**src/rtl/exc_pkg.sv**
```systemverilog
package exc_pkg;
  typedef enum logic [2:0] {
    ST_IDLE, ST_PUSH_SR, ST_PUSH_PC, ST_RD_VEC, ST_DONE
  } seq_state_e;

  typedef enum logic [1:0] {
    EXC_NONE, EXC_TRAP, EXC_SLOT, EXC_ILL
  } exc_kind_e;
endpackage

```
**src/rtl/exc_slot_track.sv**
```systemverilog
module exc_slot_track #(
  parameter int AW = 32
) (
  input  logic          clk_i,
  input  logic          rst_ni,
  input  logic          issue_i,
  input  logic          flush_i,
  input  logic          dbranch_i,
  input  logic [AW-1:0] target_i,
  output logic          in_slot_o,
  output logic [AW-1:0] slot_target_o
);
  always_ff @(posedge clk_i or negedge rst_ni) begin
    if (!rst_ni) begin
      in_slot_o     <= 1'b0;
      slot_target_o <= '0;
    end else if (flush_i) begin
      in_slot_o <= 1'b0;
    end else if (issue_i) begin
      in_slot_o <= dbranch_i;
      if (dbranch_i) slot_target_o <= target_i;
    end
  end
endmodule

```
**src/rtl/exc_detect.sv**
```systemverilog
module exc_detect
  import exc_pkg::*;
#(
  parameter int          AW       = 32,
  parameter int          VW       = 8,
  parameter logic [VW-1:0] ILL_VEC  = 4,
  parameter logic [VW-1:0] SLOT_VEC = 6
) (
  input  logic          valid_i,
  input  logic          in_slot_i,
  input  logic          undef_i,
  input  logic          dbranch_i,
  input  logic          pc_wr_i,
  input  logic          trap_i,
  input  logic [VW-1:0] trap_vec_i,
  input  logic [AW-1:0] cur_pc_i,
  input  logic [AW-1:0] next_pc_i,
  input  logic [AW-1:0] slot_target_i,
  output logic          hit_o,
  output exc_kind_e     kind_o,
  output logic [VW-1:0] vec_o,
  output logic [AW-1:0] save_pc_o
);
  logic slot_bad;
  assign slot_bad = in_slot_i & (undef_i | dbranch_i | pc_wr_i | trap_i);

  always_comb begin
    kind_o    = EXC_NONE;
    vec_o     = '0;
    save_pc_o = '0;
    if (valid_i) begin
      if (slot_bad) begin
        kind_o    = EXC_SLOT;
        vec_o     = SLOT_VEC;
        save_pc_o = slot_target_i;
      end else if (undef_i) begin
        kind_o    = EXC_ILL;
        vec_o     = ILL_VEC;
        save_pc_o = cur_pc_i;
      end else if (trap_i) begin
        kind_o    = EXC_TRAP;
        vec_o     = trap_vec_i;
        save_pc_o = next_pc_i;
      end
    end
  end

  assign hit_o = (kind_o != EXC_NONE);
endmodule

```
**src/rtl/exc_seq_fsm.sv**
```systemverilog
module exc_seq_fsm
  import exc_pkg::*;
#(
  parameter int AW = 32,
  parameter int DW = 32,
  parameter int VW = 8
) (
  input  logic          clk_i,
  input  logic          rst_ni,
  input  logic          start_i,
  input  logic [VW-1:0] vec_i,
  input  logic [AW-1:0] save_pc_i,
  input  logic [DW-1:0] sr_i,
  input  logic [AW-1:0] sp_i,
  input  logic [AW-1:0] vbase_i,
  output logic          mem_req_o,
  output logic          mem_we_o,
  output logic [AW-1:0] mem_addr_o,
  output logic [DW-1:0] mem_wdata_o,
  input  logic          mem_ack_i,
  input  logic [DW-1:0] mem_rdata_i,
  output logic          busy_o,
  output logic          done_o,
  output logic [AW-1:0] pc_o,
  output logic [AW-1:0] sp_o
);
  localparam logic [AW-1:0] WORD = AW'(4);

  seq_state_e    state_q;
  logic [DW-1:0] sr_q;
  logic [AW-1:0] pc_q, sp_q, va_q, hnd_q;
  logic [AW-1:0] vaddr;

  assign vaddr = vbase_i + {{(AW-VW-2){1'b0}}, vec_i, 2'b00};

  always_ff @(posedge clk_i or negedge rst_ni) begin
    if (!rst_ni) begin
      state_q <= ST_IDLE;
      sr_q    <= '0;
      pc_q    <= '0;
      sp_q    <= '0;
      va_q    <= '0;
      hnd_q   <= '0;
    end else begin
      case (state_q)
        ST_IDLE: if (start_i) begin
          state_q <= ST_PUSH_SR;
          sr_q    <= sr_i;
          pc_q    <= save_pc_i;
          sp_q    <= sp_i;
          va_q    <= vaddr;
        end
        ST_PUSH_SR: if (mem_ack_i) state_q <= ST_PUSH_PC;
        ST_PUSH_PC: if (mem_ack_i) state_q <= ST_RD_VEC;
        ST_RD_VEC: if (mem_ack_i) begin
          hnd_q   <= AW'(mem_rdata_i);
          state_q <= ST_DONE;
        end
        default: state_q <= ST_IDLE;
      endcase
    end
  end

  always_comb begin
    mem_req_o   = 1'b0;
    mem_we_o    = 1'b0;
    mem_addr_o  = '0;
    mem_wdata_o = '0;
    case (state_q)
      ST_PUSH_SR: begin
        mem_req_o   = 1'b1;
        mem_we_o    = 1'b1;
        mem_addr_o  = sp_q - WORD;
        mem_wdata_o = sr_q;
      end
      ST_PUSH_PC: begin
        mem_req_o   = 1'b1;
        mem_we_o    = 1'b1;
        mem_addr_o  = sp_q - 2 * WORD;
        mem_wdata_o = DW'(pc_q);
      end
      ST_RD_VEC: begin
        mem_req_o  = 1'b1;
        mem_addr_o = va_q;
      end
      default: ;
    endcase
  end

  assign busy_o = (state_q != ST_IDLE);
  assign done_o = (state_q == ST_DONE);
  assign pc_o   = hnd_q;
  assign sp_o   = sp_q - 2 * WORD;
endmodule

```
**src/rtl/exc_entry_seq.sv**
```systemverilog
module exc_entry_seq
  import exc_pkg::*;
#(
  parameter int            AW       = 32,
  parameter int            DW       = 32,
  parameter int            VW       = 8,
  parameter logic [VW-1:0] ILL_VEC  = 4,
  parameter logic [VW-1:0] SLOT_VEC = 6
) (
  input  logic          clk_i,
  input  logic          rst_ni,
  input  logic          dec_valid_i,
  input  logic          dec_undef_i,
  input  logic          dec_dbranch_i,
  input  logic          dec_pc_wr_i,
  input  logic          dec_trap_i,
  input  logic [VW-1:0] dec_trap_vec_i,
  input  logic [AW-1:0] cur_pc_i,
  input  logic [DW-1:0] cur_sr_i,
  input  logic [AW-1:0] next_pc_i,
  input  logic [AW-1:0] br_target_i,
  input  logic [AW-1:0] sp_i,
  input  logic [AW-1:0] vbase_i,
  output logic          mem_req_o,
  output logic          mem_we_o,
  output logic [AW-1:0] mem_addr_o,
  output logic [DW-1:0] mem_wdata_o,
  input  logic          mem_ack_i,
  input  logic [DW-1:0] mem_rdata_i,
  output logic          stall_o,
  output logic          pc_load_o,
  output logic [AW-1:0] pc_o,
  output logic          sp_wr_o,
  output logic [AW-1:0] sp_o,
  output logic          done_o
);
  logic          busy, accept, hit, in_slot;
  logic [AW-1:0] slot_target, save_pc;
  logic [VW-1:0] vec;
  exc_kind_e     kind;

  assign accept = dec_valid_i & ~busy;

  exc_slot_track #(.AW(AW)) u_slot (
    .clk_i, .rst_ni,
    .issue_i      (accept & ~hit),
    .flush_i      (hit),
    .dbranch_i    (dec_dbranch_i),
    .target_i     (br_target_i),
    .in_slot_o    (in_slot),
    .slot_target_o(slot_target)
  );

  exc_detect #(.AW(AW), .VW(VW), .ILL_VEC(ILL_VEC), .SLOT_VEC(SLOT_VEC)) u_det (
    .valid_i      (accept),
    .in_slot_i    (in_slot),
    .undef_i      (dec_undef_i),
    .dbranch_i    (dec_dbranch_i),
    .pc_wr_i      (dec_pc_wr_i),
    .trap_i       (dec_trap_i),
    .trap_vec_i   (dec_trap_vec_i),
    .cur_pc_i     (cur_pc_i),
    .next_pc_i    (next_pc_i),
    .slot_target_i(slot_target),
    .hit_o        (hit),
    .kind_o       (kind),
    .vec_o        (vec),
    .save_pc_o    (save_pc)
  );

  exc_seq_fsm #(.AW(AW), .DW(DW), .VW(VW)) u_fsm (
    .clk_i, .rst_ni,
    .start_i    (hit),
    .vec_i      (vec),
    .save_pc_i  (save_pc),
    .sr_i       (cur_sr_i),
    .sp_i       (sp_i),
    .vbase_i    (vbase_i),
    .mem_req_o, .mem_we_o, .mem_addr_o, .mem_wdata_o,
    .mem_ack_i, .mem_rdata_i,
    .busy_o     (busy),
    .done_o     (done_o),
    .pc_o       (pc_o),
    .sp_o       (sp_o)
  );

  assign stall_o   = busy | hit;
  assign pc_load_o = done_o;
  assign sp_wr_o   = done_o;
endmodule

```
**config.mk**
```make
export PLATFORM = sky130hd
export DESIGN_NAME = exc_entry_seq
export DESIGN_NICKNAME = d
export VERILOG_FILES = /design/src/rtl/exc_pkg.sv /design/src/rtl/exc_slot_track.sv /design/src/rtl/exc_detect.sv /design/src/rtl/exc_seq_fsm.sv /design/src/rtl/exc_entry_seq.sv
export SDC_FILE = /design/constraint.sdc
export NUM_CORES = 1
export LEC_CHECK = 0
export BUFFER_PORTS_ARGS = -buffer_cell sky130_fd_sc_hd__clkbuf_2
export CAP_MARGIN = 0
export CORE_UTILIZATION = 30
export CTS_CLUSTER_SIZE = 28
export DETAILED_ROUTE_END_ITERATION = 8
export PLACE_DENSITY = 0.59
export RECOVER_POWER = 100
export SYNTH_ARGS = -nofsm -noshare
export SYNTH_HDL_FRONTEND = slang
export SYNTH_SLANG_ARGS = --single-unit
```
**constraint.sdc**
```tcl
create_clock -name clk_i -period 3.2 [get_ports clk_i]
set_clock_uncertainty 0.05 [all_clocks]
set_input_delay 0.96 -clock clk_i [delete_from_list [all_inputs] [get_ports clk_i]]
set_output_delay 0.96 -clock clk_i [all_outputs]
set_load 0.01 [all_outputs]
```
[Yosys cells after proc, flatten, opt, wreduce, memory -nomap -nowiden]
Cells that the tools add are included.
Storage, ports and cells
  flip-flop bits (word level): 196
  output and inout bits: 134
  logic and storage cells: 61
Operators by class
  add/subtract/negate cells: 3
  eq/ne operators: 8
  muxes and demuxes: 23
  bitwise logic cells: 9
  reduce and logical (&&, ||, !) cells: 10
Operators with widths (number)
  32-bit 2-to-1 mux: 4
  32-bit one-hot mux with 3 select lines: 1
  32-bit one-hot mux with 2 select lines: 1
  32-bit by 10-bit adder with 32-bit output: 1
  8-bit 2-to-1 mux: 4
  32-bit by 3-bit subtractor with 32-bit output (second input constant): 1
  32-bit by 4-bit subtractor with 32-bit output (second input constant): 1
  3-bit 2-to-1 mux: 4
  3-bit one-hot mux with 4 select lines: 1
  2-bit != test (second input constant): 4
  3-bit by 2-bit equality test with 1-bit output (second input constant): 2
  2-bit 2-to-1 mux: 3
  1-bit 2-to-1 mux: 5
  1-bit bitwise OR: 4
  2-bit AND reduction: 2
  4-bit AND reduction: 1
  2-bit nonzero test: 2
  1-bit AND: 3
  3-bit by 1-bit equality test with 1-bit output (second input constant): 1
  3-bit equality test (second input constant): 1
  3-bit zero test: 1
  3-bit AND reduction: 1
  3-bit nonzero test: 1
  3-bit OR reduction: 1
  2 further kinds: 3

[Depth between registers and ports, before layout]
Gate-level depths: netlist of the first run.
  depth after elaboration: 11
  gate-level depth with buffers: 15

[Modules after synthesis]
Synthesis of the first run repeated with hierarchy kept, for this count alone.
Unflattened totals
  cell total of the unflattened synthesis: 1258
  area, all modules: 11476.0 µm²
Modules (own cells, without submodules)
  exc_seq_fsm: instances 1, cells each 1049, area each 9072.5 µm²
  exc_slot_track: instances 1, cells each 71, area each 1366.3 µm²
  exc_detect: instances 1, cells each 133, area each 1002.2 µm²
  exc_entry_seq: instances 1, cells each 5, area each 35.0 µm²

[Worst setup path before layout of the first run]
OpenSTA, ideal clock, no wires.
  path type: input to register
  from: input dec_undef_i
  to: register u_fsm.va_q[21]
  library setup time: 0.134 ns
  data arrival time: 3.692 ns
  data required time: 3.016 ns
  path slack: -0.676 ns
  stages: 13
  buffers on the path: 2
  cells stage by stage: clkbuf_1 > o41ai_1 > clkbuf_1 > nand2_1 > nor2_1 > and2_1 > ha_1 > a21oi_1 > nand2_1 > o211ai_1 > a21boi_0 > xnor2_1 > o21ai_0
Between the ends
  longest elaborated chain between the ends: 8
  elaborated cells between the ends (all ways): 13
RTL lines
  from (decl): RTL line exc_entry_seq.sv:13  | input logic dec_undef_i,
  branches (longest 8 deep; another with 32-bit by 10-bit adder with 32-bit output)
  to (signal assigned): RTL line exc_seq_fsm.sv:51  | va_q <= vaddr;
  to (decl): RTL line exc_seq_fsm.sv:31  | logic [AW-1:0] pc_q, sp_q, va_q, hnd_q;
Several ways; the timed one is not identified.
A chain may end at the register's enable or synchronous reset.

[Worst setup path after layout of the first run]
  from: register u_fsm.sp_q[4]
  to: output mem_addr_o[21]
Between the ends
  longest elaborated chain between the ends: 2
  elaborated cells between the ends (all ways): 3
RTL lines
  from (decl): RTL line exc_seq_fsm.sv:31
  from (signal assigned): RTL line exc_seq_fsm.sv:50  | sp_q <= sp_i;
  32-bit by 4-bit subtractor with 32-bit output / 32-bit by 3-bit subtractor with 32-bit output (equally long branches): RTL line exc_seq_fsm.sv:79, exc_seq_fsm.sv:73
  32-bit one-hot mux with 3 select lines *: RTL line exc_seq_fsm.sv:69  | case (state_q)
  to (decl): RTL line exc_entry_seq.sv:26  | output logic [AW-1:0] mem_addr_o,
Mark *: on every way between the ends. The rest lies on a longest branch, timed or not.

==> reports/results.ini, run 1 <==
[power_and_ir_drop]
p_leak_uw=0.00780
power.internal_uw=8480
p_clk_share_pct=15.0
irDropWorstVdd_mv=0.470
p_sw_share_pct=42.6
combPwrFrac_pct=55.4
p_per_area_mw_per_mm2=931
p_seq_share_pct=29.6
p_sw_uw=6290
p_total_uw=14800

[placed_design]
hpwl_um=28400
portBuffers=373
place.gp.congestion=0.913

[yosys]
yosys-top-cells-area=dfrtp_1 (46%), nand2_1 (12%), mux2_2 (6.9%)
synth_area_leader_cell=dfrtp_1
yosys_warnings=0
yosysTopAreaCellShare_pct=46.3
syn_area_sq_mm=0.0106
synth_ff_type=dfrtp_1
yosysSeqAreaShare_pct=46.3
yosysMostFrequentCell=nand2_1
ys_ff_latch=196
synthCells=1175
synth_common_cells=nand2_1 (326), dfrtp_1 (196), o21ai_0 (116)
syn_area_per_cell_sq_um=9.01
syn_nets=1427
synth_edf_count=0
synthArstFlopShare_pct=100
ys_types=60

[setup_path]
r2r_end=u_fsm.va_q[20]$_DFFE_PN0P_
crit_path_max_fanout=3
cp-end-kind=primary output
r2r_slack_ns=0.04
worstReg2RegStart=u_fsm.state_q[0]$_DFFE_PN0P_
worstSetupPathType=reg2out
critPathLaunchType=flop
required_ns=2.19
cp.arrival_ns=2.75
r2r_cells=15

[global_route]
grt_pass1_vias=10200
grt_pass1_wl_um=57700
grtUsageTotal_pct=21.0
antenna_found_initial=5
grt_max_degree=187
gr-total-overflow=0

[die]
die_area_sq_mm=0.0361
initial_core_util_pct=30.6
core-area_sq_mm=0.0346
die_y_um=190
die_x_um=190
row_count=68
pin_count=374

[timing]
fmax_ghz=0.266
finalMaxSlewViolations=59
min_period_ns=3.76
period_share_pct=117
fin_ws_ns=-0.558
rsz0062_at_grt=yes
tightest_slew_ns=1.58
slew_headroom_pct=-5.61
hold_viol=0
setup_viol=56

[finish]
nFillCells=3355
area_delta_synth_final_pct=49.8
multiInputGateArea_sq_mm=0.00632
utilization_pct=45.8
regArea_sq_mm=0.00491
drive_above_1_share_pct=44.7
nets=1906

[routing]
drt_iter0_drc=617
wl_um=38900
avgRoutedWirePerCell_um=18.3
drt.antenna.violating_nets=0
via_per_inst=5.00
drtPass1Iterations=7
vias=10600
drc_errors=0

[clock_network]
cts_buffers=17
htreeDepth=4
cts_tree=done
cts_hold_buffers=0
clk_latency_ns=0.45
clock-sinks=196
clockBufferDepth=2
root_buffer=clkbuf_16
clk_pin_slew_ns=0.08

[flow_run]
drv_cap=1

[run_status]
status=finished with violations
violations=capacitance limit, slew limit, setup timing

[worst_hold_path]
worstHoldStart=u_fsm.va_q[1]$_DFFE_PN0P_
hold_class=reg2reg
min_to=u_fsm.va_q[1]$_DFFE_PN0P_
hold_path_depth=2

## worst max-delay path, stage by stage (launching register included)
cell and delay [ns]:
dfrtp_1 0.39, inv_2 0.08, ha_4 0.13, or4b_4 0.50
nor3_4 0.23, nand2_2 0.10, buf_4 0.16, o31ai_2 0.19
a22o_1 0.31, buf_2 0.18
## power by group through the flow
stage,logic (uW),clock network [uW],registers [uW]
after floorplan,3750,0,4300
after global placement,6810,0,4320
after detailed placement,6870,0,4370
after CTS,7730,2260,4350
after global routing,8820,2350,4510
final,8180,2220,4380
## layout make-up
class | count | area share [%]
clock inverters | 14 | 0.962
repair buffers | 544 | 21.6
multi-input cells | 882 | 39.8
flip-flops and latches | 196 | 30.9
inverters | 13 | 0.308
well taps | 455 | 3.59
clock buffers | 18 | 2.77
diodes | 3 | 0.0473
## registers in the layout (all words and copies together) (netlist names)
signal	count
u_fsm.state_q	3
u_fsm.sr_q	32
u_fsm.sp_q	32
u_slot.in_slot_o	1
u_fsm.va_q	32
u_slot.slot_target_o	32
u_fsm.pc_q	32
u_fsm.pc_o	32
## worst max path at each step
stage / endpoint / from / slack, ns / cells after the start
2_1_floorplan: u_fsm.va_q[17]$_DFFE_PN0P_ / dec_undef_i / -0.22 / 12
3_5_place_dp: u_fsm.va_q[26]$_DFFE_PN0P_ / dec_trap_i / -0.35 / 12
3_3_place_gp: u_fsm.va_q[28]$_DFFE_PN0P_ / dec_trap_i / -0.29 / 12
5_1_grt: mem_addr_o[13] / u_fsm.sp_q[3]$_DFFE_PN0P_ / -0.68 / 10
6_report: mem_addr_o[21] / u_fsm.sp_q[4]$_DFFE_PN0P_ / -0.56 / 9
4_1_cts: mem_addr_o[31] / u_fsm.sp_q[3]$_DFFE_PN0P_ / -0.63 / 11
## placed cells by master, fill, tap and decap left out, types with 8 or more instances in the layout
| master | instances |
|---|---|
| clkbuf_1 | 53 |
| buf_4 | 103 |
| a21o_1 | 8 |
| xnor2_1 | 19 |
| nor2_4 | 10 |
| o21ai_1 | 15 |
| nand2_4 | 8 |
| xor2_1 | 26 |
| a22oi_1 | 38 |
| buf_2 | 23 |
| inv_1 | 9 |
| clkbuf_2 | 294 |
| nand4_1 | 11 |
| nand2_1 | 311 |
| mux2_2 | 65 |
| o21ai_2 | 9 |
| o21ai_0 | 93 |
| nand3_1 | 11 |
| buf_6 | 54 |
| nor2_1 | 29 |
| xnor2_2 | 12 |
| clkbuf_16 | 17 |
| a22o_1 | 41 |
| dfrtp_1 | 195 |
| a21oi_1 | 10 |
## repair_timing
action                                  CTS  global route
endpoints found under the setup margin   59            99
buffers inserted                         29            25
gates cloned                              1             1
resized for setup                       116           175
pin swaps                                34            69
## routing by layer
layer | part of all wire, % | wire, um | vias to the layer above | GRT usage, %
met1 | 42 | 16200 | 5082 | 27.0
met5 | 0.046 | 18 | - | 0
met4 | 2.2 | 841 | 4 | 6.45
li1 | - | - | 5035 | -
met3 | 7.8 | 3040 | 51 | 4.89
met2 | 48 | 18800 | 448 | 34.7
## stage by stage
stage                     std cells  hold WS, ns  cell area [sq um]  setup WS, ns  setup TNS [ns]
after floorplan                1175        0.391              10800        -0.223           -3.45
after global placement         2049        0.408              14000        -0.286           -6.05
after detailed placement       2049        0.413              14000        -0.346           -7.44
after CTS                      2106        0.432              15300        -0.626          -19.32
after global routing           2123        0.441              15900        -0.683          -29.32
final                          2125        0.426              15900        -0.558          -18.48
## cells by family after synthesis
| logic type | synth area share (%) |
|---|---|
| muxes | 7.19 |
| DFF | 46.3 |
| and+or+nand+nor | 19.4 |
| AOI/OAI and AO/OA | 16.5 |
| adders and majority gates | 1.49 |
| buffers and inverters | 3.66 |
| xor gates and xnor gates | 5.46 |
Power figures use the tool's default switching activity.
==> run 2: changes to the inputs <==
- BUFFER_PORTS_ARGS: -buffer_cell sky130_fd_sc_hd__clkbuf_2 -> -buffer_cell sky130_fd_sc_hd__buf_2
==> run 2 against run 1 <==
Effect of this change:
- the run still ends with capacitance limit, slew limit, setup timing left
- non-clock buffer count shrank 1
- hold slack lost 0.0020 ns
- fmax rose by 0.29%
- critical endpoint is now mem_addr_o[19]
- largest cell class unchanged
==> reports/results.ini, run 2 (same netlist as run 1, synthesis figures left out) <==
[timing]
period_share_pct=117
fmax_ghz=0.267
hold_ws_ns=0.424
hold_viol=0
fin_ws_ns=-0.547
setup_viol=86
slew_headroom_pct=-38.2
tightest_slew_ns=2.07
rsz0062_at_grt=yes
min_period_ns=3.75
finalMaxSlewViolations=77

[finish]
final_cell_mix=nand2_1 (317), buf_2 (314), dfrtp_1 (196)
final_common_cell=nand2_1
nets=1905
area_delta_synth_final_pct=47.5
nFillCells=3388
layout.cells.non_filler=2124
design_area_sq_mm=0.0156
drive_above_1_share_pct=43.2
utilization_pct=45.1

[routing]
drt.antenna.violating_nets=0
drt_iter0_drc=627
wl_um=38000
drtPass1Iterations=6
via_per_inst=4.94
drc_errors=0
vias=10500
avgRoutedWirePerCell_um=17.9

[placed_design]
dpl_cell_area_sq_mm=0.0140
portBuffers=373
place.gp.congestion=0.911
hpwl_um=28400
place_inst=2052

[clock_network]
clk_pin_slew_ns=0.07
htreeDepth=4
cts_buffers=17
cts_hold_buffers=0
clk_latency_ns=0.45
clockBufferDepth=2
cts_tree=done
root_buffer=clkbuf_16
clock-sinks=196

[die]
row_count=68
pin_count=374
die_y_um=190
die_area_sq_mm=0.0361
core-area_sq_mm=0.0346
initial_core_util_pct=30.6
die_x_um=190

[power_and_ir_drop]
p_leak_uw=0.00768
p_per_area_mw_per_mm2=933
irDropWorstVdd_mv=0.541
p_total_uw=14600

[setup_path]
r2r_cells=14
slowest_delay_ns=0.52
worstReg2RegStart=u_fsm.state_q[1]$_DFFE_PN0P_
worstSetupPathType=reg2out
cp.arrival_ns=2.74
critPathLaunchType=flop
critPathSlowestCell=or4b_4
crit_chain=inv_2 -> ha_4 -> or4b_4 -> nor3_4 -> buf_4 -> buf_6 -> nand2_4 -> xnor2_2 -> o211ai_1 -> a21oi_2 -> buf_2
required_ns=2.19
crit_path_max_fanout=3
r2r_end=u_fsm.va_q[20]$_DFFE_PN0P_
cp-end-kind=primary output
r2r_slack_ns=-0.26

[global_route]
grt_max_degree=187
grtUsageTotal_pct=20.8
gr-total-overflow=0
grt_pass1_vias=10200
grt_pass1_wl_um=57300
antenna_found_initial=5

[run_status]
violations=capacitance limit, slew limit, setup timing
status=finished with violations

[worst_hold_path]
hold_class=reg2reg
worstHoldStart=u_fsm.va_q[0]$_DFFE_PN0P_
min_to=u_fsm.va_q[0]$_DFFE_PN0P_
hold_path_depth=2

[flow_run]
drv_cap=1

run 2: cell types whose count changed in the layout (fill, tap and decap cells not counted), moves of 4 or more:
| cell | delta |
|---|---|
| clkbuf_2 | -288 |
| o21ai_1 | -4 |
| nand2_1 | +6 |
| a21oi_1 | +4 |
| buf_4 | +8 |
| o21ai_0 | +7 |
| buf_2 | +291 |
| buf_12 | -4 |
| nand2_2 | -4 |
| xor2_2 | +5 |
run 2: repair_timing:
item,4_1_cts,5_1_grt
resized for setup,126,80
setup buffers,26,27
gates cloned,0,2
pin swaps,49,57
setup endpoints to repair,80,76
run 2: critical path, delay by kind of cell, from the launching register on:
kind            cells  cell delay [ns]
fa+ha+maj           1             0.12
compound gates      2             0.32
buf+inv             4             0.50
simple gates        3             0.77
xor+xnor            1             0.17
flops               1             0.40
run 2: per-layer routing:
metal	wire length (um)	global-route usage [%]	part of all wire (%)
met5	23	0	0.060
met4	677	6.64	1.8
met3	2680	4.63	7.0
met2	18000	34.1	47
met1	16600	27.1	44
run 2: final cells by class:
class | instances | area [sq um] | area share, %
Inverter | 13 | 53.8 | 0.344
Antenna cell | 3 | 7.51 | 0.0481
Clock buffer | 21 | 470 | 3.01
Sequential cell | 196 | 4900 | 31.4
Multi-Input combinational cell | 882 | 6150 | 39.4
Clock inverter | 11 | 170 | 1.09
Timing Repair Buffer | 543 | 3300 | 21.1
Tap cell | 455 | 569 | 3.64
run 2: per-stage QoR:
step | setup WS (ns) | TNS, ns
4_1_cts | -0.554 | -15.52
3_3_place_gp | -0.329 | -6.60
3_5_place_dp | -0.367 | -7.79
2_1_floorplan | -0.223 | -3.45
6_report | -0.547 | -17.68
5_1_grt | -0.719 | -33.54
run 2: power by group:
part	switching, uW	total, uW	internal (uW)
clock network	982	2360	1370
logic	4350	7860	3510
registers	744	4370	3620
total	6080	14600	8500
run 2: worst max-delay path by stage:
stage | startpoint | end | cells after the start | slack [ns]
2_1_floorplan | dec_undef_i | u_fsm.va_q[17]$_DFFE_PN0P_ | 12 | -0.22
3_3_place_gp | dec_pc_wr_i | u_fsm.va_q[31]$_DFFE_PN0P_ | 13 | -0.33
3_5_place_dp | dec_pc_wr_i | u_fsm.va_q[31]$_DFFE_PN0P_ | 13 | -0.37
4_1_cts | u_fsm.sp_q[4]$_DFFE_PN0P_ | mem_addr_o[25] | 11 | -0.55
5_1_grt | u_fsm.sp_q[4]$_DFFE_PN0P_ | mem_addr_o[25] | 11 | -0.72
6_report | u_fsm.sp_q[4]$_DFFE_PN0P_ | mem_addr_o[19] | 11 | -0.55
